$ cat src/rtl/rngp_pkg.sv
package rngp_pkg;
    localparam int ADDR_W = 12;
    localparam int BYTE_W = 8;
    localparam int PSC_W  = 4;

    localparam logic [ADDR_W-1:0] OFS_CTRL = 12'h000;
    localparam logic [ADDR_W-1:0] OFS_DATA = 12'h004;
    localparam logic [ADDR_W-1:0] OFS_MODE = 12'h008;

    localparam logic [BYTE_W-1:0] MODE_RUN = 8'h02;

    localparam int CTRL_EN  = 0;
    localparam int CTRL_VLD = 1;
    localparam int CTRL_PSC = 2;

    typedef enum logic [1:0] {
        IDLE_OFF  = 2'd0,
        FILL_WAIT = 2'd1,
        HOLD_FULL = 2'd2
    } hold_st_e;
endpackage

$ cat src/rtl/rngp_regs.sv
module rngp_regs
    import rngp_pkg::*;
(
    input  logic              clk,
    input  logic              rst_n,
    input  logic [ADDR_W-1:0] addr,
    input  logic              wr,
    input  logic              rd,
    input  logic [BYTE_W-1:0] wdata,
    output logic [BYTE_W-1:0] ctrl_q,
    output logic [BYTE_W-1:0] mode_q,
    output logic              sel_ctrl,
    output logic              sel_data,
    output logic              sel_mode,
    output logic              active,
    output logic              err
);
    localparam logic [BYTE_W-1:0] VLD_MASK = BYTE_W'(1) << CTRL_VLD;

    always_comb begin
        sel_ctrl = (addr == OFS_CTRL);
        sel_data = (addr == OFS_DATA);
        sel_mode = (addr == OFS_MODE);
    end

    // The valid bit is never stored here; the holder supplies it on read.
    always_ff @(posedge clk) begin
        if (!rst_n) begin
            ctrl_q <= '0;
            mode_q <= '0;
        end else begin
            if (wr && sel_ctrl) ctrl_q <= wdata & ~VLD_MASK;
            if (wr && sel_mode) mode_q <= wdata;
        end
    end

    always_comb begin
        active = ctrl_q[CTRL_EN] && (mode_q == MODE_RUN);
        err    = (wr && sel_data) ||
                 ((wr || rd) && !(sel_ctrl || sel_data || sel_mode));
    end
endmodule

$ cat src/rtl/rngp_pacer.sv
module rngp_pacer #(
    parameter int PW = 4
) (
    input  logic          clk,
    input  logic          rst_n,
    input  logic          waiting,
    input  logic [PW-1:0] psc,
    output logic          elapsed
);
    logic [PW-1:0] cnt_q;

    always_ff @(posedge clk) begin
        if (!rst_n)           cnt_q <= '0;
        else if (!waiting)    cnt_q <= '0;
        else if (cnt_q < psc) cnt_q <= cnt_q + PW'(1);
    end

    assign elapsed = waiting && (cnt_q >= psc);
endmodule

$ cat src/rtl/rngp_lfsr.sv
module rngp_lfsr #(
    parameter int            W    = 8,
    parameter logic [W-1:0]  SEED = 8'h01,
    parameter logic [W-1:0]  TAPS = 8'b1011_1000
) (
    input  logic         clk,
    input  logic         rst_n,
    input  logic         step,
    output logic [W-1:0] next_val
);
    logic [W-1:0] q;

    assign next_val = {q[W-2:0], ^(q & TAPS)};

    always_ff @(posedge clk) begin
        if (!rst_n)    q <= SEED;
        else if (step) q <= next_val;
    end
endmodule

$ cat src/rtl/rng_byte_periph.sv
module rng_byte_periph
    import rngp_pkg::*;
(
    input  logic              clk,
    input  logic              rst_n,
    input  logic [ADDR_W-1:0] bus_addr,
    input  logic              bus_wr,
    input  logic [BYTE_W-1:0] bus_wdata,
    input  logic              bus_rd,
    output logic [BYTE_W-1:0] bus_rdata,
    output logic              bus_err,
    input  logic              use_lfsr,
    input  logic              src_valid,
    input  logic [BYTE_W-1:0] src_data,
    output logic              src_ready
);
    logic [BYTE_W-1:0] ctrl_q, mode_q, data_q, lfsr_byte, load_byte;
    logic              sel_ctrl, sel_data, sel_mode, active;
    logic              waiting, elapsed, load, consume, valid_vis;
    hold_st_e          state_q, state_d;

    rngp_regs u_regs (
        .clk(clk), .rst_n(rst_n), .addr(bus_addr), .wr(bus_wr), .rd(bus_rd),
        .wdata(bus_wdata), .ctrl_q(ctrl_q), .mode_q(mode_q),
        .sel_ctrl(sel_ctrl), .sel_data(sel_data), .sel_mode(sel_mode),
        .active(active), .err(bus_err)
    );

    rngp_pacer #(.PW(PSC_W)) u_pacer (
        .clk(clk), .rst_n(rst_n), .waiting(waiting),
        .psc(ctrl_q[CTRL_PSC +: PSC_W]), .elapsed(elapsed)
    );

    rngp_lfsr #(.W(BYTE_W)) u_lfsr (
        .clk(clk), .rst_n(rst_n), .step(load && use_lfsr), .next_val(lfsr_byte)
    );

    // State register
    always_ff @(posedge clk) begin
        if (!rst_n) state_q <= IDLE_OFF;
        else        state_q <= state_d;
    end

    // Next state: WAKE, LOAD, CONSUME, DROP
    always_comb begin
        state_d = state_q;
        unique case (state_q)
            IDLE_OFF:  if (active) state_d = FILL_WAIT;
            FILL_WAIT: if (!active) state_d = IDLE_OFF;
                       else if (load) state_d = HOLD_FULL;
            HOLD_FULL: if (!active) state_d = IDLE_OFF;
                       else if (consume) state_d = FILL_WAIT;
            default:   state_d = IDLE_OFF;
        endcase
    end

    // State-derived outputs
    always_comb begin
        waiting   = (state_q == FILL_WAIT) && active;
        valid_vis = (state_q == HOLD_FULL) && active;
        consume   = bus_rd && sel_data && valid_vis;
        src_ready = elapsed && !use_lfsr;
        load      = elapsed && (use_lfsr || src_valid);
        load_byte = use_lfsr ? lfsr_byte : src_data;
    end

    always_ff @(posedge clk) begin
        if (!rst_n)                 data_q <= '0;
        else if (load)              data_q <= load_byte;
        else if (consume || !active) data_q <= '0;
    end

    always_comb begin
        bus_rdata = '0;
        if (bus_rd) begin
            if (sel_ctrl) begin
                bus_rdata           = ctrl_q;
                bus_rdata[CTRL_VLD] = valid_vis;
            end else if (sel_data) begin
                bus_rdata = valid_vis ? data_q : '0;
            end else if (sel_mode) begin
                bus_rdata = mode_q;
            end
        end
    end
endmodule

$ cat config.mk
export PLATFORM = sky130hd
export DESIGN_NAME = rng_byte_periph
export DESIGN_NICKNAME = d
export VERILOG_FILES = /design/src/rtl/rngp_pkg.sv /design/src/rtl/rngp_regs.sv /design/src/rtl/rngp_pacer.sv /design/src/rtl/rngp_lfsr.sv /design/src/rtl/rng_byte_periph.sv
export SDC_FILE = /design/constraint.sdc
export NUM_CORES = 1
export LEC_CHECK = 0
export BUFFER_PORTS_ARGS = -buffer_cell sky130_fd_sc_hd__clkbuf_2
export CORE_MARGIN = 2
export CORE_UTILIZATION = 48
export DETAILED_ROUTE_END_ITERATION = 16
export PLACE_DENSITY = 0.76
export RECOVER_POWER = 50
export SLEW_MARGIN = 20
export SYNTH_ARGS = -nofsm -noshare
export SYNTH_HDL_FRONTEND = slang
export SYNTH_SLANG_ARGS = --single-unit
$ cat constraint.sdc
create_clock -name clk -period 1.8 [get_ports clk]
set_input_delay 0.18 -clock clk [delete_from_list [all_inputs] [get_ports clk]]
set_output_delay 0.18 -clock clk [all_outputs]
set_load 0.03 [all_outputs]
==> flow_summary.rst, run 1 <==
.. list-table::
   :header-rows: 1

   * - Metric
     - Value
   * - Outcome
     - finished with violations
   * - Violations in the final reports
     - setup timing
   * - Initial detailed-routing violation count
     - 98
   * - Die extent in y
     - 68.32 µm
   * - Setup TNS
     - -1146 ps
   * - Global-route met2 utilization
     - 0.4066
   * - F_max
     - 508.6 MHz
   * - Clock skew
     - 4.675 ps
   * - Path category of the worst min-delay check
     - in2reg
   * - Total number of vias
     - 1,940
   * - Largest area contributor in the netlist
     - sky130_fd_sc_hd__dfxtp_1
   * - Cells after synthesis
     - 228
   * - Max-cap check violation count
     - 0
   * - Row cnt
     - 23
   * - Worst path cell trace
     - inv_2 -> ha_4 -> nor2b_4 -> o211a_1 -> o21a_1 -> and3b_2 -> buf_8
   * - Die Outline Area
     - 4667 µm²
   * - Total chip power
     - 1.453 mW
   * - Pins over their slew limit
     - 0
   * - Area contributors post-synth
     - sky130_fd_sc_hd__dfxtp_1 37%, sky130_fd_sc_hd__mux2i_1 7.6%, sky130_fd_sc_hd__nor2b_1 6.0%, sky130_fd_sc_hd__o21ai_0 4.3%, sky130_fd_sc_hd__nor2_1 3.6%
   * - Maximum fanout along the worst path
     - 2
   * - Tightest Pin Transition
     - 483.3 ps
   * - Kind of capture point of the worst setup path
     - primary output
   * - M3 GR Usage
     - 0.05592
   * - Total CTS buffers
     - 5
   * - Flip-flop and latch count after synthesis
     - 37
   * - Clock slew at reported path FFs
     - 70 ps
   * - Worst max-slew margin expressed relative to the limit
     - 0.6771
   * - Synth-to-layout area growth
     - 35.85%
   * - Count of cell types in the netlist
     - 39
   * - Worst-case hold slack
     - 111.9 ps
   * - EDFF count, synth
     - 0
   * - Warning count from the yosys run
     - 0
   * - Worst path setup slack after routing
     - -166.3 ps
   * - Net count, final
     - 332
   * - Area of the mapped netlist
     - 1986 µm²
   * - Total number of clock tree sinks
     - 37
   * - Initial Util
     - 0.4964
   * - Post-CTS Hold Fix Bufs
     - 0
   * - Worst slack at placement
     - -193.1 ps
   * - Total I/O pin count
     - 44
   * - Leakage component of the power
     - 1.096 nW
   * - Final weighted congestion of routability-driven global placement
     - 0.8044
   * - Final period util
     - 1.092
   * - Worst-path cell with the longest stage delay
     - sky130_fd_sc_hd__dfxtp_2
   * - Proportion of synthesized flip-flops having asynchronous set or reset
     - 0
   * - Startpoint types
     - register
   * - Wire length after detailed routing
     - 5356 µm
   * - Latest clock arrival within the worst-skew pair
     - 290 ps
   * - Yosys top cell area share
     - 0.3730
   * - Antenna violations before repair
     - 0
   * - CTS root buf
     - sky130_fd_sc_hd__clkbuf_8
   * - Syn_nets
     - 267
   * - Number of buffers inserted by port buffering
     - 43
   * - Clock Path Buffers
     - 2
   * - First-pass iteration count of the detailed router
     - 4
   * - Final hold violations
     - 0
   * - Critical Path AT
     - 1790 ps
   * - Remaining DRCs
     - 0
   * - Die span in x
     - 68.32 µm
   * - Total track usage
     - 0.2495
   * - Routed Antenna Nets
     - 0
   * - Flip-flop cell with the highest count after synthesis
     - sky130_fd_sc_hd__dfxtp_1
   * - Largest net degree at the start of global routing
     - 26
   * - Fill cell count
     - 334
   * - Layer with the highest usage
     - met2
   * - Top cell types by occurrence after synthesis
     - 37 x sky130_fd_sc_hd__dfxtp_1, 19 x sky130_fd_sc_hd__nor2_1, 19 x sky130_fd_sc_hd__nor2b_1, 17 x sky130_fd_sc_hd__o21ai_0, 16 x sky130_fd_sc_hd__nand2_1
   * - Power density over the cells
     - 538.5 nW/µm²
   * - Syn avg cell area
     - 8.709 µm²
   * - Core Footprint
     - 4000 µm²
   * - Maximum VDD drop
     - 0.5089 mV
   * - Crit Path Class
     - reg2out
   * - Post-detailed-route via-to-cell ratio
     - 5.673
   * - Dominant cell by count in the synthesized netlist
     - sky130_fd_sc_hd__dfxtp_1
   * - TritonCTS clock tree
     - built
   * - Routed wire length per instance
     - 15.66 µm
   * - Placed wire-length estimate
     - 3798 µm
   * - Htree depth
     - 2
   * - Vias in the first global route
     - 1,779
   * - Clock period minus final worst setup slack
     - 1966 ps
   * - Share of the yosys chip area belonging to registers
     - 0.3730
   * - Proportion of layout cells with a drive suffix above 1
     - 0.3630
   * - First-pass GRT wire length
     - 8507 µm
   * - Finish-stage setup viols
     - 17
   * - Largest incremental delay on the critical path
     - 330 ps
   * - RSZ-0062 raised after global routing
     - yes
   * - Gr ovfl total
     - 0
   * - Met1 track demand over resource
     - 0.3286
   * - Critical path data required time
     - 1620 ps
   * - Number of diodes
     - 0
[through the flow]
stage	utilization	std cells	area, µm²
after global placement	0.6006	330	2402
after global routing	0.6744	342	2698
after detailed placement	0.6006	330	2402
after CTS	0.6616	340	2646
after floorplan	-	228	2018
final	0.6744	342	2698
[final timing paths]
path / slack (ps) / depth (start not counted) / from / endpoint
max: -170 / 7 / u_regs.ctrl_q[3] / src_ready
min: 110 / 3 / bus_wdata[1] / u_regs.mode_q[1]
max reg2reg: -40 / 7 / u_regs.mode_q[2] / u_lfsr.q[0]
min reg2reg: 490 / 2 / u_regs.mode_q[6] / u_regs.mode_q[6]
[per-layer routing]
metal  part of all wire  vias up
met5                  0        -
met4              0.011        0
met3              0.064        6
met2               0.49       59
met1               0.44      914
li1                   -      961
[final cells by class]
type	instances	area [µm²]	share of cell area
Tap cell	50	62.56	0.02319
Multi-Input combinational cell	171	1272	0.4717
Sequential cell	37	747.0	0.2769
Clock inverter	1	5.005	0.001855
Clock buffer	5	68.82	0.02551
Timing Repair Buffer	72	519.2	0.1925
Inverter	6	22.52	0.008349
[cells in the final DEF (no fill, tap or decap), types with 2 or more instances in the layout]
cell type / count
sky130_fd_sc_hd__nor2b_1: 18
sky130_fd_sc_hd__nand4_1: 8
sky130_fd_sc_hd__a32oi_1: 5
sky130_fd_sc_hd__nand2_1: 15
sky130_fd_sc_hd__ha_1: 3
sky130_fd_sc_hd__a21oi_1: 3
sky130_fd_sc_hd__xor2_1: 3
sky130_fd_sc_hd__clkbuf_1: 2
sky130_fd_sc_hd__clkbuf_2: 35
sky130_fd_sc_hd__ha_4: 2
sky130_fd_sc_hd__and3_1: 3
sky130_fd_sc_hd__o21ai_0: 15
sky130_fd_sc_hd__nand3_1: 14
sky130_fd_sc_hd__nor2_1: 19
sky130_fd_sc_hd__o21ai_1: 2
sky130_fd_sc_hd__xnor2_1: 3
sky130_fd_sc_hd__dfxtp_2: 5
sky130_fd_sc_hd__buf_6: 6
sky130_fd_sc_hd__o21a_1: 2
sky130_fd_sc_hd__dfxtp_1: 32
sky130_fd_sc_hd__nor4_4: 2
sky130_fd_sc_hd__a21oi_2: 7
sky130_fd_sc_hd__mux2i_1: 15
sky130_fd_sc_hd__inv_1: 5
sky130_fd_sc_hd__a22o_1: 7
sky130_fd_sc_hd__a32oi_2: 3
sky130_fd_sc_hd__clkbuf_8: 12
sky130_fd_sc_hd__buf_4: 21
sky130_fd_sc_hd__nand2b_1: 4
[cells by family after synthesis]
group / share of synthesized area
muxes: 0.07561
xor gates and xnor gates: 0.02647
buffers and inverters: 0.05041
and+or+nand+nor: 0.2678
AOI/OAI and AO/OA: 0.1752
adders and majority gates: 0.03151
DFF: 0.3730
[flip-flops by register name, indices dropped and copies added (netlist names)]
name,cells
data_q,8
state_q,2
u_lfsr.q,8
u_pacer.cnt_q,4
u_regs.ctrl_q,7
u_regs.mode_q,8
[critical path: cells and delay by family, from the launching register on]
family          cells  cell delay, ps
simple gates        2             340
fa+ha+maj           1             210
compound gates      2             420
flops               1             330
buf+inv             2             180
[timing repair]
action / CTS / global route
resized for setup: 34 / 14
pin swaps: 11 / 12
cloned: 0 / 1
setup buffers: 4 / 1
setup endpoints to repair: 18 / 26
[power by group]
group	total, mW	internal (mW)	switching, mW
sequential	0.818	0.818	0.0000243
combinational	0.101	0.0462	0.0553
clock	0.533	0.254	0.278
total	1.45	1.12	0.334
Power figures use the tool's default switching activity.
==> inputs of run 2 (changes only) <==
Settings changed: MAX_ROUTING_LAYER set to met4.
==> run 2 against run 1 <==
Highest routed layer unchanged. Register-to-register slack hardly changed. The run still ends with setup timing left. Die area unchanged. Routed wire length increased by 0.69%. Core utilization unchanged. Clock power barely moved. Final cell count stayed put. Clock-buffer cell count did not move.
==> flow_summary.rst, run 2 (synthesis gave the netlist of run 1 again) <==
.. list-table::
   :header-rows: 1

   * - Metric
     - Value
   * - Violations in the final reports
     - setup timing
   * - Gr ovfl total
     - 0
   * - First-pass iteration count of the detailed router
     - 4
   * - Maximum VDD drop
     - 0.5114 mV
   * - Core Footprint
     - 4000 µm²
   * - Finish-stage setup viols
     - 17
   * - Post-placement cell area
     - 2402 µm²
   * - Number of buffers inserted by port buffering
     - 43
   * - Worst max-slew margin expressed relative to the limit
     - 0.6843
   * - Leading registers by flop count
     - data_q: 8 flops, u_lfsr.q: 8 flops, u_regs.mode_q: 8 flops
   * - Worst-path cell with the longest stage delay
     - sky130_fd_sc_hd__dfxtp_2
   * - Number of diodes
     - 0
   * - Vias in the first global route
     - 1,779
   * - Count of non-filler cells in the finished layout
     - 342
   * - Total chip power
     - 1.454 mW
   * - Total track usage
     - 0.2569
   * - Worst path setup slack after routing
     - -165.8 ps
   * - TritonCTS clock tree
     - built
   * - Routed wire length per instance
     - 15.77 µm
   * - Proportion of layout cells with a drive suffix above 1
     - 0.3630
   * - First-pass GRT wire length
     - 8521 µm
   * - Placed wire-length estimate
     - 3798 µm
   * - Clock Path Buffers
     - 2
   * - Synth-to-layout area growth
     - 35.85%
   * - Clock skew
     - 5.784 ps
   * - Initial Util
     - 0.4964
   * - Most frequent standard cell in the layout excluding fill and tap cells
     - sky130_fd_sc_hd__clkbuf_2
   * - Max-cap check violation count
     - 0
   * - Row cnt
     - 23
   * - Worst slack at placement
     - -193.1 ps
   * - Latest clock arrival within the worst-skew pair
     - 290 ps
   * - Clock period minus final worst setup slack
     - 1966 ps
   * - # placed instances
     - 330
   * - Total CTS buffers
     - 5
   * - Worst path cell trace
     - inv_2 -> ha_4 -> nor2b_4 -> o211a_1 -> o21a_1 -> and3b_2 -> buf_8
   * - Post-CTS Hold Fix Bufs
     - 0
   * - Maximum fanout along the worst path
     - 2
   * - Remaining DRCs
     - 0
   * - Die extent in y
     - 68.32 µm
   * - Critical Path AT
     - 1790 ps
   * - Final weighted congestion of routability-driven global placement
     - 0.8161
   * - Design Area, Final
     - 2698 µm²
   * - Total number of vias
     - 1,948
   * - RSZ-0062 raised after global routing
     - yes
   * - Pins over their slew limit
     - 0
   * - Outcome
     - finished with violations
   * - Largest net degree at the start of global routing
     - 26
   * - Clock slew at reported path FFs
     - 70 ps
   * - Startpoint types
     - register
   * - Final period util
     - 1.092
   * - Commonest non-fill, non-tap cells in the layout
     - 35 x sky130_fd_sc_hd__clkbuf_2, 32 x sky130_fd_sc_hd__dfxtp_1, 21 x sky130_fd_sc_hd__buf_4
   * - Path category of the worst min-delay check
     - in2reg
   * - Htree depth
     - 2
   * - Final hold violations
     - 0
   * - F_max
     - 508.7 MHz
   * - Routed Antenna Nets
     - 0
   * - Crit Path Class
     - reg2out
   * - Total I/O pin count
     - 44
   * - Antenna violations before repair
     - 0
   * - Kind of capture point of the worst setup path
     - primary output
   * - Total number of clock tree sinks
     - 37
   * - Fin util
     - 0.6744
   * - Wire length after detailed routing
     - 5393 µm
   * - Critical path data required time
     - 1620 ps
   * - Post-detailed-route via-to-cell ratio
     - 5.696
   * - Largest incremental delay on the critical path
     - 340 ps
   * - Net count, final
     - 332
   * - Die span in x
     - 68.32 µm
   * - Initial detailed-routing violation count
     - 99
   * - CTS root buf
     - sky130_fd_sc_hd__clkbuf_8
   * - Setup TNS
     - -1141 ps
   * - Power density over the cells
     - 538.8 nW/µm²
   * - Tightest Pin Transition
     - 472.6 ps
   * - Die Outline Area
     - 4667 µm²
   * - Leakage component of the power
     - 1.096 nW
   * - Worst-case hold slack
     - 113.8 ps
==> run 2: repair_timing <==
| action | 4_1_cts | 5_1_grt |
|---|---|---|
| setup buffers | 4 | 1 |
| resized for setup | 34 | 14 |
| setup endpoints to repair | 18 | 26 |
| pin swaps | 11 | 12 |
| cloned | 0 | 1 |
==> run 2: area by class of cell <==
cell class,count,area [µm²]
well taps,50,62.56
clock inverters,1,5.005
clock buffers,5,68.82
inverters,6,22.52
repair buffers,72,519.2
fillers,334,1303
multi-input cells,171,1272
flip-flops and latches,37,747.0
==> run 2: power breakdown <==
group          total [mW]  internal, mW  leakage (nW)  switching [mW]
sequential          0.818         0.818         0.300       0.0000241
clock               0.533         0.254        0.0399           0.279
combinational       0.102        0.0462         0.756          0.0561
total                1.45          1.12          1.10           0.335
==> run 2: routing by layer <==
layer	part of all wire	GRT usage	up-vias
met2	0.48	0.4041	65
met1	0.45	0.3327	917
met4	0.012	0.07500	0
li1	-	-	959
met3	0.054	0.05428	7
met5	0	-	-
==> run 2: path summary, 6_finish.rpt <==
kind	from	depth (start not counted)	endpoint	slack (ps)
max	u_regs.ctrl_q[3]	7	src_ready	-170
min	bus_wdata[1]	3	u_regs.mode_q[1]	110
max reg2reg	u_regs.mode_q[2]	7	u_lfsr.q[0]	-40
min reg2reg	u_regs.mode_q[6]	2	u_regs.mode_q[6]	480
==> run 2: critical path: cells and delay by family (launching register included) <==
| family | cells | cell delay, ps |
|---|---|---|
| DFF | 1 | 340 |
| AOI/OAI and AO/OA | 2 | 430 |
| buffers and inverters | 2 | 180 |
| and+or+nand+nor | 2 | 340 |
| adders and majority gates | 1 | 210 |
